**src/rtl/fault_hiz_pkg.sv**
```systemverilog
package fault_hiz_pkg;

   typedef enum logic [1:0] {
      DET_EDGE  = 2'd0,
      DET_DIV_A = 2'd1,
      DET_DIV_B = 2'd2,
      DET_DIV_C = 2'd3
   } det_mode_e;

   localparam int HC_W    = 6;
   localparam int N_PAIR  = 3;

   localparam logic [1:0] A_MODE = 2'd0;
   localparam logic [1:0] A_FLAG = 2'd1;
   localparam logic [1:0] A_CTRL = 2'd2;

   function automatic int pair_lo(input int p);
      case (p)
         0:       return 0;
         1:       return 2;
         default: return 3;
      endcase
   endfunction

   function automatic int pair_hi(input int p);
      case (p)
         0:       return 1;
         1:       return 4;
         default: return 5;
      endcase
   endfunction

endpackage

```
**src/rtl/fhz_strobe_gen.sv**
```systemverilog
module fhz_strobe_gen #(
   parameter int LOG_A = 3,
   parameter int LOG_B = 4,
   parameter int LOG_C = 7
) (
   input  logic       clk,
   input  logic       rst_n,
   output logic [2:0] stb
);
   localparam int CNT_W = LOG_C;
   localparam int LOGS [3] = '{LOG_A, LOG_B, LOG_C};

   if (LOG_A < 1 || LOG_B <= LOG_A || LOG_C <= LOG_B) begin : g_bad_div
      $error("fhz_strobe_gen: divider exponents must be strictly increasing and >= 1");
   end

   logic [CNT_W-1:0] cnt;

   always_ff @(posedge clk or negedge rst_n) begin
      if (!rst_n) cnt <= '0;
      else        cnt <= cnt + 1'b1;
   end

   for (genvar i = 0; i < 3; i++) begin : g_stb
      assign stb[i] = &cnt[LOGS[i]-1:0];
   end
endmodule

```
**src/rtl/fhz_fault_det.sv**
```systemverilog
module fhz_fault_det
   import fault_hiz_pkg::*;
#(
   parameter int SAMPLES = 16
) (
   input  logic       clk,
   input  logic       rst_n,
   input  logic       flt_n,
   input  det_mode_e  mode,
   input  logic [2:0] stb,
   output logic       det
);
   localparam int CW = $clog2(SAMPLES + 1);
   localparam logic [CW-1:0] FULL = CW'(SAMPLES);

   if (SAMPLES < 2) begin : g_bad_samples
      $error("fhz_fault_det: SAMPLES must be at least 2");
   end

   logic [1:0]    sync_q;
   logic          prev_q;
   logic [CW-1:0] low_cnt;
   logic          lvl;
   logic          tick;

   assign lvl = sync_q[1];

   always_comb begin
      case (mode)
         DET_DIV_A: tick = stb[0];
         DET_DIV_B: tick = stb[1];
         DET_DIV_C: tick = stb[2];
         default:   tick = 1'b0;
      endcase
   end

   always_ff @(posedge clk or negedge rst_n) begin
      if (!rst_n) begin
         sync_q <= 2'b11;
         prev_q <= 1'b1;
      end else begin
         sync_q <= {sync_q[0], flt_n};
         prev_q <= lvl;
      end
   end

   always_ff @(posedge clk or negedge rst_n) begin
      if (!rst_n) begin
         low_cnt <= '0;
      end else if (mode == DET_EDGE) begin
         low_cnt <= '0;
      end else if (tick) begin
         if (lvl)                  low_cnt <= '0;
         else if (low_cnt != FULL) low_cnt <= low_cnt + 1'b1;
      end
   end

   assign det = (mode == DET_EDGE) ? (prev_q & ~lvl)
                                   : ((low_cnt == FULL) & ~lvl);
endmodule

```
**src/rtl/fhz_overlap.sv**
```systemverilog
module fhz_overlap
   import fault_hiz_pkg::*;
(
   input  logic [HC_W-1:0]   lvl,
   input  logic [N_PAIR-1:0] act_low,
   output logic              ovl
);
   logic [N_PAIR-1:0] hit;

   for (genvar p = 0; p < N_PAIR; p++) begin : g_pair
      localparam int LO = pair_lo(p);
      localparam int HI = pair_hi(p);
      assign hit[p] = (lvl[LO] ^ act_low[p]) & (lvl[HI] ^ act_low[p]);
   end

   assign ovl = |hit;
endmodule

```
**src/rtl/fhz_regs.sv**
```systemverilog
module fhz_regs
   import fault_hiz_pkg::*;
#(
   parameter int N_FLT  = 4,
   parameter int DATA_W = 16
) (
   input  logic                clk,
   input  logic                rst_n,
   input  logic                rd_en,
   input  logic                wr_en,
   input  logic [1:0]          addr,
   input  logic [DATA_W-1:0]   wdata,
   input  logic [N_FLT:0]      set_in,
   output logic [DATA_W-1:0]   rdata,
   output logic [2*N_FLT-1:0]  mode_q,
   output logic                mode_locked,
   output logic [N_FLT:0]      flags,
   output logic [N_FLT:0]      irq_en,
   output logic [N_PAIR-1:0]   act_low,
   output logic                sw_hc,
   output logic                sw_gt
);
   localparam int FLAG_W = N_FLT + 1;
   localparam int MODE_W = 2 * N_FLT;
   localparam int CTRL_W = FLAG_W + N_PAIR + 2;

   if (CTRL_W > DATA_W || MODE_W > DATA_W) begin : g_bad_width
      $error("fhz_regs: DATA_W too narrow for the register layout");
   end

   logic [CTRL_W-1:0] ctrl_q;
   logic [FLAG_W-1:0] armed;
   logic [FLAG_W-1:0] clr;
   logic              unused_wdata;

   assign unused_wdata = ^wdata;

   assign clr = (wr_en && addr == A_FLAG) ? (armed & ~wdata[FLAG_W-1:0]) : '0;

   always_ff @(posedge clk or negedge rst_n) begin
      if (!rst_n) begin
         mode_q      <= '0;
         mode_locked <= 1'b0;
      end else if (wr_en && addr == A_MODE && !mode_locked) begin
         mode_q      <= wdata[MODE_W-1:0];
         mode_locked <= 1'b1;
      end
   end

   always_ff @(posedge clk or negedge rst_n) begin
      if (!rst_n)                      ctrl_q <= '0;
      else if (wr_en && addr == A_CTRL) ctrl_q <= wdata[CTRL_W-1:0];
   end

   always_ff @(posedge clk or negedge rst_n) begin
      if (!rst_n) begin
         flags <= '0;
         armed <= '0;
      end else begin
         flags <= set_in | (flags & ~clr);
         if (rd_en && addr == A_FLAG) armed <= flags;
         else                         armed <= armed & ~clr;
      end
   end

   assign irq_en  = ctrl_q[FLAG_W-1:0];
   assign act_low = ctrl_q[FLAG_W +: N_PAIR];
   assign sw_hc   = ctrl_q[FLAG_W + N_PAIR];
   assign sw_gt   = ctrl_q[FLAG_W + N_PAIR + 1];

   always_comb begin
      rdata = '0;
      if (rd_en) begin
         case (addr)
            A_MODE:  rdata[MODE_W-1:0] = mode_q;
            A_FLAG:  rdata[FLAG_W-1:0] = flags;
            A_CTRL:  rdata[CTRL_W-1:0] = ctrl_q;
            default: rdata = '0;
         endcase
      end
   end
endmodule

```
**src/rtl/fault_hiz_ctrl.sv**
```systemverilog
module fault_hiz_ctrl
   import fault_hiz_pkg::*;
#(
   parameter int N_FLT   = 4,
   parameter int GT_W    = 4,
   parameter int DATA_W  = 16,
   parameter int SAMPLES = 16,
   parameter int LOG_A   = 3,
   parameter int LOG_B   = 4,
   parameter int LOG_C   = 7
) (
   input  logic              clk,
   input  logic              rst_n,
   input  logic [N_FLT-1:0]  flt_n,
   input  logic [HC_W-1:0]   hc_lvl,
   input  logic              rd_en,
   input  logic              wr_en,
   input  logic [1:0]        addr,
   input  logic [DATA_W-1:0] wdata,
   output logic [DATA_W-1:0] rdata,
   output logic [HC_W-1:0]   hc_hiz,
   output logic [GT_W-1:0]   gt_hiz,
   output logic              irq
);
   if (N_FLT < 1 || GT_W < 1) begin : g_bad_cfg
      $error("fault_hiz_ctrl: N_FLT and GT_W must be positive");
   end

   logic [2:0]          stb;
   logic [N_FLT-1:0]    det;
   logic                ovl;
   logic [2*N_FLT-1:0]  mode_q;
   logic                mode_locked;
   logic [N_FLT:0]      flags;
   logic [N_FLT:0]      irq_en;
   logic [N_PAIR-1:0]   act_low;
   logic                sw_hc;
   logic                sw_gt;
   logic                any_in;

   fhz_strobe_gen #(.LOG_A(LOG_A), .LOG_B(LOG_B), .LOG_C(LOG_C)) u_stb (
      .clk(clk), .rst_n(rst_n), .stb(stb)
   );

   for (genvar k = 0; k < N_FLT; k++) begin : g_in
      fhz_fault_det #(.SAMPLES(SAMPLES)) u_det (
         .clk(clk), .rst_n(rst_n), .flt_n(flt_n[k]),
         .mode(det_mode_e'(mode_q[2*k +: 2])), .stb(stb), .det(det[k])
      );
   end

   fhz_overlap u_ovl (.lvl(hc_lvl), .act_low(act_low), .ovl(ovl));

   fhz_regs #(.N_FLT(N_FLT), .DATA_W(DATA_W)) u_regs (
      .clk(clk), .rst_n(rst_n), .rd_en(rd_en), .wr_en(wr_en), .addr(addr),
      .wdata(wdata), .set_in({ovl, det}), .rdata(rdata), .mode_q(mode_q),
      .mode_locked(mode_locked), .flags(flags), .irq_en(irq_en),
      .act_low(act_low), .sw_hc(sw_hc), .sw_gt(sw_gt)
   );

   assign any_in = |flags[N_FLT-1:0];
   assign hc_hiz = {HC_W{any_in | flags[N_FLT] | sw_hc}};
   assign gt_hiz = {GT_W{any_in | sw_gt}};
   assign irq    = |(flags & irq_en);
endmodule

```
**config.mk**
```make
export PLATFORM = sky130hd
export DESIGN_NAME = fault_hiz_ctrl
export DESIGN_NICKNAME = d
export VERILOG_FILES = /design/src/rtl/fault_hiz_pkg.sv /design/src/rtl/fhz_strobe_gen.sv /design/src/rtl/fhz_fault_det.sv /design/src/rtl/fhz_overlap.sv /design/src/rtl/fhz_regs.sv /design/src/rtl/fault_hiz_ctrl.sv
export SDC_FILE = /design/constraint.sdc
export NUM_CORES = 1
export LEC_CHECK = 0
export BUFFER_PORTS_ARGS = -buffer_cell sky130_fd_sc_hd__buf_2
export CAP_MARGIN = 40
export CORE_ASPECT_RATIO = 1.1
export CORE_MARGIN = 2
export CORE_UTILIZATION = 35
export CTS_CLUSTER_DIAMETER = 150
export DETAILED_ROUTE_END_ITERATION = 10
export PLACE_DENSITY = 0.64
export SLEW_MARGIN = 20
export SYNTH_ARGS = -nofsm -noshare
export SYNTH_HDL_FRONTEND = slang
export SYNTH_SLANG_ARGS = --single-unit
```
**constraint.sdc**
```tcl
create_clock -name clk -period 2.2 [get_ports clk]
set_clock_uncertainty 0.15 [all_clocks]
set_input_delay 0.33 -clock clk [delete_from_list [all_inputs] [get_ports clk]]
set_output_delay 0.33 -clock clk [all_outputs]
set_load 0.01 [all_outputs]
```
==> flow_summary.json, run 1 <==
{
  "status": "finished, violations left",
  "failed_checks": "negative setup slack",
  "use_met2_pct": 23.6,
  "cts_root_buffer": "clkbuf_8",
  "initial_utilization_pct": 36.3,
  "drtIter0Drc": 114,
  "crit_arrival_ns": 1.81,
  "ir_worst_vdd_mv": 0.340,
  "port_buffers": 46,
  "hold_depth": 3,
  "slew_headroom_pct": 64.0,
  "power.switching_w": 0.000989,
  "worst_pin_slew_ns": 0.539,
  "netlist_instances": 332,
  "reg2reg_slack_ns": 0.11,
  "clk_path_buf_depth": 2,
  "top_usage_layer": "met2",
  "fin_crit_sh_pct": 104,
  "die_x_um": 98.3,
  "ios": 59,
  "cts_made_buffers": 9,
  "use_met3_pct": 4.09,
  "overflow": 0,
  "netlist_area_um2": 3430,
  "stdcell_count": 511,
  "dp_slack_ns": 0.0763,
  "hold_class": "in -> reg",
  "fin_ws_ns": -0.0898,
  "worstSetupPathType": "reg -> out",
  "grt_usage_pct": 14.5,
  "critPathMaxFanout": 6,
  "cts_tree": "yes",
  "dr.pass1.iters": 4,
  "die_h_um": 108,
  "viasPerCell": 5.10,
  "clk_pin_slew_ns": 0.08,
  "diodes": 0,
  "grt_pass1_wl_um": 12200,
  "synth-edff-count": 0,
  "placedCellCount": 489,
  "min_period_ns": 2.29,
  "leakagePower_nw": 1.82,
  "routedWlPerCell_um": 13.9,
  "antenna_found_initial": 0,
  "postRouteAntennaNets": 0,
  "place.gp.congestion": 0.802,
  "synth_seq_cells": 68,
  "finalMaxSlewViolations": 0,
  "synth_cell_types": 43,
  "met1_usage_pct": 18.5,
  "place_area_um2": 3770,
  "syn2layout_area_growth_pct": 18.1,
  "cp.required_ns": 1.72,
  "drv_cap": 0,
  "fin_nets": 431,
  "fmax_mhz": 437,
  "ys_seq_area_share_pct": 50.1,
  "combPwrFrac_pct": 20.6,
  "dieArea_um2": 10600,
  "grt_max_degree": 69,
  "clk_latency_ns": 0.35,
  "critPathCaptureType": "output port",
  "drt-total-wl_um": 7120,
  "core_um2": 9440,
  "synthArstFlopShare_pct": 100,
  "hold_slack_ns": 0.0590,
  "htree_levels": 3,
  "drc_errors": 0,
  "setup_viol": 10,
  "avgSynthCellArea_um2": 10.3,
  "seqPwrFrac_pct": 48.3,
  "fin_area_um2": 4050,
  "p_int_w": 0.00232,
  "dp_hpwl_um": 5150,
  "pwr_density_cell_nw_per_um2": 817,
  "yosys_warnings": 0,
  "vias": 2607,
  "drive_gt1_share_pct": 26.4,
  "p_clk_share_pct": 31.0,
  "rows": 37,
  "hold_violations": 0,
  "reg2regPathDepth": 6,
  "startpoint_type": "flip-flop",
  "grt_pass1_vias": 2566,
  "fillCellCount": 904,
  "cts_sinks": 68,
  "rsz0062_at_grt": "yes",
  "power.share.switching_pct": 29.9,
  "ys.flop_type": "dfrtp_1"
}
[final timing paths]
check / start / endpoint
max: u_regs.flags[3] / hc_hiz[0]
min: wdata[6] / u_regs.mode_q[6]
max reg2reg: u_stb.cnt[0] / g_in[0].u_det.low_cnt[3]
min reg2reg: g_in[2].u_det.sync_q[0] / g_in[2].u_det.sync_q[1]
max in group asynchronous: rst_n / g_in[0].u_det.sync_q[0]
min in group asynchronous: rst_n / g_in[2].u_det.low_cnt[2]
[Yosys cell counts (4+ instances only)]
cell type  number  area share, %
o21ai_0        23            3.4
or3_1           4           0.73
buf_4          14            3.1
or4_1           6            1.3
nor2_1         27            3.0
nor3b_1         5            1.1
o2bb2ai_1       4            1.0
inv_1          16            1.8
o22ai_1         4           0.73
dfstp_2        12            9.2
nor2b_1         7            1.3
nand2_1        30            3.3
ha_1           10            3.7
a21oi_1        10            1.5
mux2i_1        16            4.7
dfrtp_1        56             41
nand2b_1        6            1.1
and2_1          8            1.5
o21bai_1        4           0.88
mux2_2         17            5.6
nand3_1        14            2.0
[power groups by stage]
stage	clock network, W	logic, W	registers (W)
floorplan	0	0.000475	0.00157
CTS	0.00105	0.000684	0.00160
global placement	0	0.000650	0.00161
detailed placement	0	0.000673	0.00162
finish	0.00103	0.000683	0.00160
global route	0.00110	0.000779	0.00163
[worst max-delay path, cell delays in order, from the launching register on]
cell	delay (ns)
dfrtp_1	0.41
or4_4	0.55
or3_4	0.36
buf_2	0.15
[area by class of cell]
cell class	count	area [µm²]	share of cell area, %
flip-flops and latches	68	1720	42.4
multi-input cells	235	1580	39.0
repair buffers	59	353	8.72
well taps	117	146	3.62
clock buffers	12	145	3.59
inverters	16	60.1	1.48
clock inverters	4	48.8	1.21
[logic make-up after synthesis]
logic type / count (synthesis) / share of synthesized area (%)
muxes: 33 / 10.3
AOI/OAI and AO/OA: 57 / 10.3
and+or+nand+nor: 125 / 19.3
other: 1 / 0.109
xor gates and xnor gates: 4 / 1.02
buffers and inverters: 34 / 5.26
DFF: 68 / 50.1
adders and majority gates: 10 / 3.65
[registers in the layout, summed over array words and instances (netlist names), 4 cells and up]
register and cells:
u_regs.ctrl_q 10, g_in.u_det.low_cnt 20, u_stb.cnt 7, g_in.u_det.sync_q 8, g_in.u_det.prev_q 4, u_regs.mode_q 8
u_regs.flags 5, u_regs.armed 5
[layer usage]
metal / share of wire [%] / wire [µm]
met5: 0 / 0
met1: 46 / 3260
met4: 1.5 / 110
met3: 5.3 / 378
met2: 47 / 3370
[cells in the final DEF (no fill, tap or decap), drive strengths merged, types with 4 or more instances in the layout]
master / n
dfrtp: 56
buf: 54
nand2: 30
nor2: 27
o21ai: 26
mux2: 17
inv: 16
mux2i: 16
nand3: 15
dfstp: 12
clkbuf: 12
a21oi: 10
ha: 10
and2: 8
nor2b: 7
nand2b: 6
conb: 6
or4: 6
nor3b: 5
dlygate4sd3: 5
o2bb2ai: 4
o21bai: 4
o22ai: 4
or3: 4
[timing repair]
item / 4_1_cts / 5_1_grt
hold buffers: 5 / 0
endpoints found under the hold margin: 60 / 0
pin swaps: 0 / 1
setup endpoints to repair: 10 / 16
setup buffers: 0 / 1
gates resized for setup: 2 / 3
[per-stage QoR]
step / TNS (ns) / util, % / power, W
finish: -0.667 / 42.8 / 0.00331
global route: -1.26 / 42.8 / 0.00351
CTS: -0.828 / 42.6 / 0.00334
detailed placement: 0 / 39.9 / 0.00229
global placement: 0 / 39.9 / 0.00226
floorplan: 0 / - / 0.00205
No activity file was read; power rests on OpenSTA's default activity.
==> run 2, diff against run 1 <==
clock period = 2.9 ns   (was 2.2 ns; I/O delays follow)
==> flow_summary.json, run 2 (synthesized netlist as in run 1, its figures left out) <==
{
  "status": "finished, final reports clean",
  "hold_class": "in -> reg",
  "routedWlPerCell_um": 14.1,
  "fin_area_um2": 3960,
  "place_area_um2": 3730,
  "rsz0062_at_grt": "no",
  "reg_top3": "g_in.u_det.low_cnt x20, u_regs.ctrl_q x10",
  "slew_headroom_pct": 54.8,
  "drtIter0Drc": 91,
  "cts_root_buffer": "clkbuf_8",
  "cts_made_buffers": 9,
  "reg2regPathDepth": 6,
  "hold_violations": 0,
  "core_um2": 9440,
  "crit_path_cell_trace": "or4_1, or3_1, buf_2",
  "initial_utilization_pct": 36.3,
  "die_h_um": 108,
  "grt_max_degree": 40,
  "antenna_found_initial": 0,
  "htree_levels": 3,
  "holdCritStartpoint": "flt_n[0]",
  "layout_commonest_cell": "dfrtp_1",
  "finalMaxSlewViolations": 0,
  "port_buffers": 46,
  "clk_pin_slew_ns": 0.09,
  "dp_hpwl_um": 5090,
  "multiInputGateArea_um2": 1550,
  "fin_nets": 421,
  "crit_arrival_ns": 1.93,
  "regMostFlops": "g_in.u_det.low_cnt",
  "cpMaxStageDelayCell": "or4_1",
  "max_stage_delay_ns": 0.57,
  "clk_path_buf_depth": 2,
  "worstSetupPathType": "reg -> out",
  "hold_end": "g_in[0].u_det.sync_q[0]",
  "dp_slack_ns": 0.539,
  "drive_gt1_share_pct": 25.3,
  "reg2reg_slack_ns": 0.76,
  "worst_pin_slew_ns": 0.678,
  "mostFrequentLayoutCells": "56 x dfrtp_1, 46 x buf_2, 30 x nand2_1, 27 x nor2_1, 23 x o21ai_0",
  "rows": 37,
  "r2r-end": "g_in[0].u_det.low_cnt[3]",
  "cp.required_ns": 2.32,
  "postRouteAntennaNets": 0,
  "setup_viol": 0,
  "finalPower_w": 0.00258,
  "cts_sinks": 68,
  "place.gp.congestion": 0.793,
  "ios": 59,
  "fin_crit_sh_pct": 86.7,
  "hold_depth": 1,
  "cts_tree": "yes",
  "overflow": 0,
  "fmax_mhz": 398,
  "hold_slack_ns": 0.0362,
  "fillCellCount": 908,
  "min_period_ns": 2.51,
  "startpoint_type": "flip-flop",
  "viasPerCell": 5.10,
  "syn2layout_area_growth_pct": 15.7,
  "dieArea_um2": 10600,
  "dr.pass1.iters": 5,
  "clk_latency_ns": 0.35,
  "fin_ws_ns": 0.386,
  "die_x_um": 98.3,
  "diodes": 0,
  "critPathMaxFanout": 6,
  "critPathCaptureType": "output port",
  "grt_pass1_wl_um": 11700,
  "seq_area_um2": 1720,
  "vias": 2555,
  "drt-total-wl_um": 7060,
  "drv_cap": 0,
  "reg2reg_from": "u_stb.cnt[0]",
  "ir_worst_vdd_mv": 0.246,
  "cts_hold_buffers": 1,
  "pwr_density_cell_nw_per_um2": 651,
  "tns_ns": 0,
  "grt_pass1_vias": 2469,
  "grt_usage_pct": 13.9,
  "largest_reg_flops": 20,
  "drc_errors": 0,
  "leakagePower_nw": 1.78,
  "cts.repair.resized": 0,
  "postCtsSetupBuffers": 0
}
run 2: worst max-delay path by stage:
stage / start / endpoint / slack, ns / cells after the start
floorplan: u_regs.flags[3] / hc_hiz[1] / 0.81 / 3
global placement: addr[1] / u_regs.ctrl_q[9] / 0.58 / 4
detailed placement: addr[1] / u_regs.ctrl_q[9] / 0.54 / 4
CTS: u_regs.flags[3] / hc_hiz[1] / 0.37 / 3
global route: u_regs.flags[3] / hc_hiz[1] / 0.31 / 3
finish: u_regs.flags[3] / hc_hiz[1] / 0.39 / 3
run 2: layout make-up:
class | instances | area share [%]
Multi-Input combinational cell | 235 | 39.1
Sequential cell | 68 | 43.3
Timing Repair Buffer | 49 | 6.76
Clock inverter | 6 | 2.18
Clock buffer | 10 | 3.47
Inverter | 16 | 1.52
Tap cell | 117 | 3.69
run 2: power by group:
| group | internal, W | leakage [nW] | switching (W) |
|---|---|---|---|
| Clock | 0.000508 | 0.113 | 0.000378 |
| Sequential | 0.00108 | 0.820 | 0.000140 |
| Combinational | 0.000233 | 0.851 | 0.000241 |
| Total | 0.00182 | 1.78 | 0.000759 |
run 2: routing by layer:
metal / track usage, % / vias up / routed length, µm
met4: 6.07 / 0 / 108
li1: - / 1237 / -
met1: 17.5 / 1251 / 3190
met3: 4.03 / 7 / 364
met5: 0 / - / 0
met2: 22.3 / 60 / 3400
run 2: per-stage QoR:
step | utilization, % | cells
finish | 42.0 | 501
global route | 42.0 | 501
CTS | 42.0 | 501
detailed placement | 39.5 | 484
global placement | 39.5 | 484
floorplan | - | 337
run 2: worst max-delay path: cells and delay by family, from the launching register on:
family,cells,cell delay (ns)
and+or+nand+nor,2,0.96
DFF,1,0.45
buffers and inverters,1,0.17
==> run 3, diff against run 2 <==
SYNTH_HIERARCHICAL = 1   (was unset)
==> flow_summary.json, run 3 <==
{
  "port_buffers": 46,
  "synth.most_common_cell": "dfrtp_1",
  "tns_ns": 0,
  "antenna_found_initial": 0,
  "clk_path_buf_depth": 2,
  "utilization_pct": 41.6,
  "reg_top3": "g_in.u_det/low_cnt x20, u_regs/ctrl_q x10",
  "synth-edff-count": 0,
  "hold_class": "in -> reg",
  "diodes": 0,
  "grt_usage_pct": 14.8,
  "grt_pass1_wl_um": 13200,
  "ir_worst_vdd_mv": 0.256,
  "ys_seq_area_share_pct": 45.9,
  "cp.required_ns": 2.32,
  "die_x_um": 103,
  "core_um2": 10400,
  "worstSetupPathType": "reg -> out",
  "startpoint_type": "flip-flop",
  "hold_violations": 0,
  "stdcell_count": 527,
  "fin_crit_sh_pct": 83.5,
  "largest_reg_flops": 20,
  "leakagePower_nw": 1.85,
  "netlist.area_leader.share_pct": 37.5,
  "fmax_mhz": 413,
  "synth_cell_types": 52,
  "ys.flop_type": "dfrtp_1",
  "place.gp.congestion": 0.811,
  "layout_commonest_cell": "dfrtp_1",
  "critPathMaxFanout": 6,
  "avgSynthCellArea_um2": 11.1,
  "drv_cap": 0,
  "overflow": 0,
  "vias": 2757,
  "cts_root_buffer": "clkbuf_16",
  "dp_hpwl_um": 5670,
  "routedWlPerCell_um": 15.1,
  "crit_arrival_ns": 1.84,
  "drtIter0Drc": 93,
  "regMostFlops": "g_in.u_det/low_cnt",
  "synth_top_area_cell": "dfrtp_1",
  "drive_gt1_share_pct": 31.3,
  "status": "finished, final reports clean",
  "setup_viol": 0,
  "synth_seq_cells": 68,
  "die_h_um": 112,
  "rows": 39,
  "dr.pass1.iters": 4,
  "postCtsSetupBuffers": 0,
  "ios": 59,
  "clk_pin_slew_ns": 0.05,
  "ys_top_cells_by_count": "56 x dfrtp_1, 26 x inv_1, 22 x nand3_1",
  "rsz0062_at_grt": "no",
  "pwr_density_cell_nw_per_um2": 689,
  "critPathCaptureType": "output port",
  "synthArstFlopShare_pct": 100,
  "yosys_warnings": 6,
  "cts_tree": "yes",
  "mostFrequentLayoutCells": "56 x dfrtp_1, 46 x buf_2, 26 x inv_1, 22 x nand3_1, 20 x o22ai_1",
  "finalMaxSlewViolations": 0,
  "grt_max_degree": 28,
  "dieArea_um2": 11500,
  "hold_slack_ns": 0.0530,
  "worst_pin_slew_ns": 0.607,
  "cts_made_buffers": 9,
  "fin_nets": 421,
  "netlist_instances": 338,
  "clk_latency_ns": 0.33,
  "grt_pass1_vias": 2708,
  "netlist_area_um2": 3740,
  "slew_headroom_pct": 59.4,
  "htree_levels": 3,
  "initial_utilization_pct": 36.0,
  "yosys-top-cells-area": "dfrtp_1 37%, dfstp_2 8.4%, mux2_2 5.4%",
  "syn2layout_area_growth_pct": 15.5,
  "placedCellCount": 510,
  "drc_errors": 0,
  "drt-total-wl_um": 7960,
  "viasPerCell": 5.23,
  "min_period_ns": 2.42,
  "cts_sinks": 68,
  "postRouteAntennaNets": 0
}
run 3: cell count changes in the layout (fill, tap and decap cells not counted), moves of 7 or more:
cell,previous run,this run
clkbuf_16,0,9
nor2_1,27,12
nand3_1,14,22
o22ai_1,4,20
o21ai_0,23,10
clkbuf_8,10,1
nand2_1,30,8
and2_1,8,1
inv_1,16,26
a221oi_1,0,12
run 3: repair_timing:
action,CTS,global route
resized for setup,0,0
hold buffers,1,0
hold endpoints to repair,19,0
run 3: logic make-up (layout without fill, tap and decap cells):
kind of cell / Yosys count / count (layout) / share of synthesized area, %
fa+ha+maj: 10 / 10 / 3.34
mux: 30 / 30 / 8.63
xor+xnor: 4 / 4 / 1.14
simple gates: 93 / 93 / 16.7
compound gates: 82 / 82 / 16.5
other cells: 1 / 6 / 0.100
buf+inv: 50 / 91 / 7.69
flops: 68 / 68 / 45.9
run 3: worst max-delay path, cell delays in order, from the launching register on:
cell     delay (ns)
dfrtp_1        0.41
or4_1          0.55
or3_1          0.39
buf_2          0.17
run 3: metal layers:
metal | vias to the layer above | track usage [%] | part of all wire [%]
li1 | 1318 | - | -
met1 | 1355 | 19.4 | 45
met2 | 72 | 23.0 | 48
met3 | 12 | 3.42 | 4.6
met4 | 0 | 6.67 | 1.8
met5 | - | 0 | 0
run 3: final cells by class:
type | count | area [µm²]
clock buffers | 11 | 243
clock inverters | 5 | 75.1
fillers | 1006 | 6070
inverters | 26 | 97.6
multi-input cells | 225 | 1760
flip-flops and latches | 68 | 1720
well taps | 143 | 179
repair buffers | 49 | 255
run 3: path summary, 6_finish.rpt:
path | start | endpoint | slack [ns] | cells past startpoint
setup / recovery | u_regs/flags[0] | hc_hiz[3] | 0.48 | 3
hold reg to reg | g_in[0].u_det/sync_q[0] | g_in[0].u_det/sync_q[1] | 0.20 | 0
max in group asynchronous | rst_n | g_in[2].u_det/sync_q[1] | 1.34 | 3
hold / removal | flt_n[1] | g_in[1].u_det/sync_q[0] | 0.05 | 1
min in group asynchronous | rst_n | u_regs/armed[0] | 0.46 | 2
setup reg to reg | u_stb/cnt[0] | g_in[2].u_det/low_cnt[0] | 0.77 | 7
run 3: metrics by stage:
stage               total power, W  instance area [µm²]  setup slack (ns)
detailed placement         0.00183                 3990             0.739
global placement           0.00180                 3990             0.794
floorplan                  0.00169                 3760             0.818
CTS                        0.00301                 4320             0.463
finish                     0.00298                 4320             0.479
global route               0.00314                 4320             0.385
run 3: power breakdown:
group | leakage, nW | internal [W] | switching, W | total, W
clock network | 0.159 | 0.000771 | 0.000387 | 0.00116
logic | 0.874 | 0.000287 | 0.000290 | 0.000578
registers | 0.821 | 0.00108 | 0.000159 | 0.00124
total | 1.85 | 0.00214 | 0.000836 | 0.00298
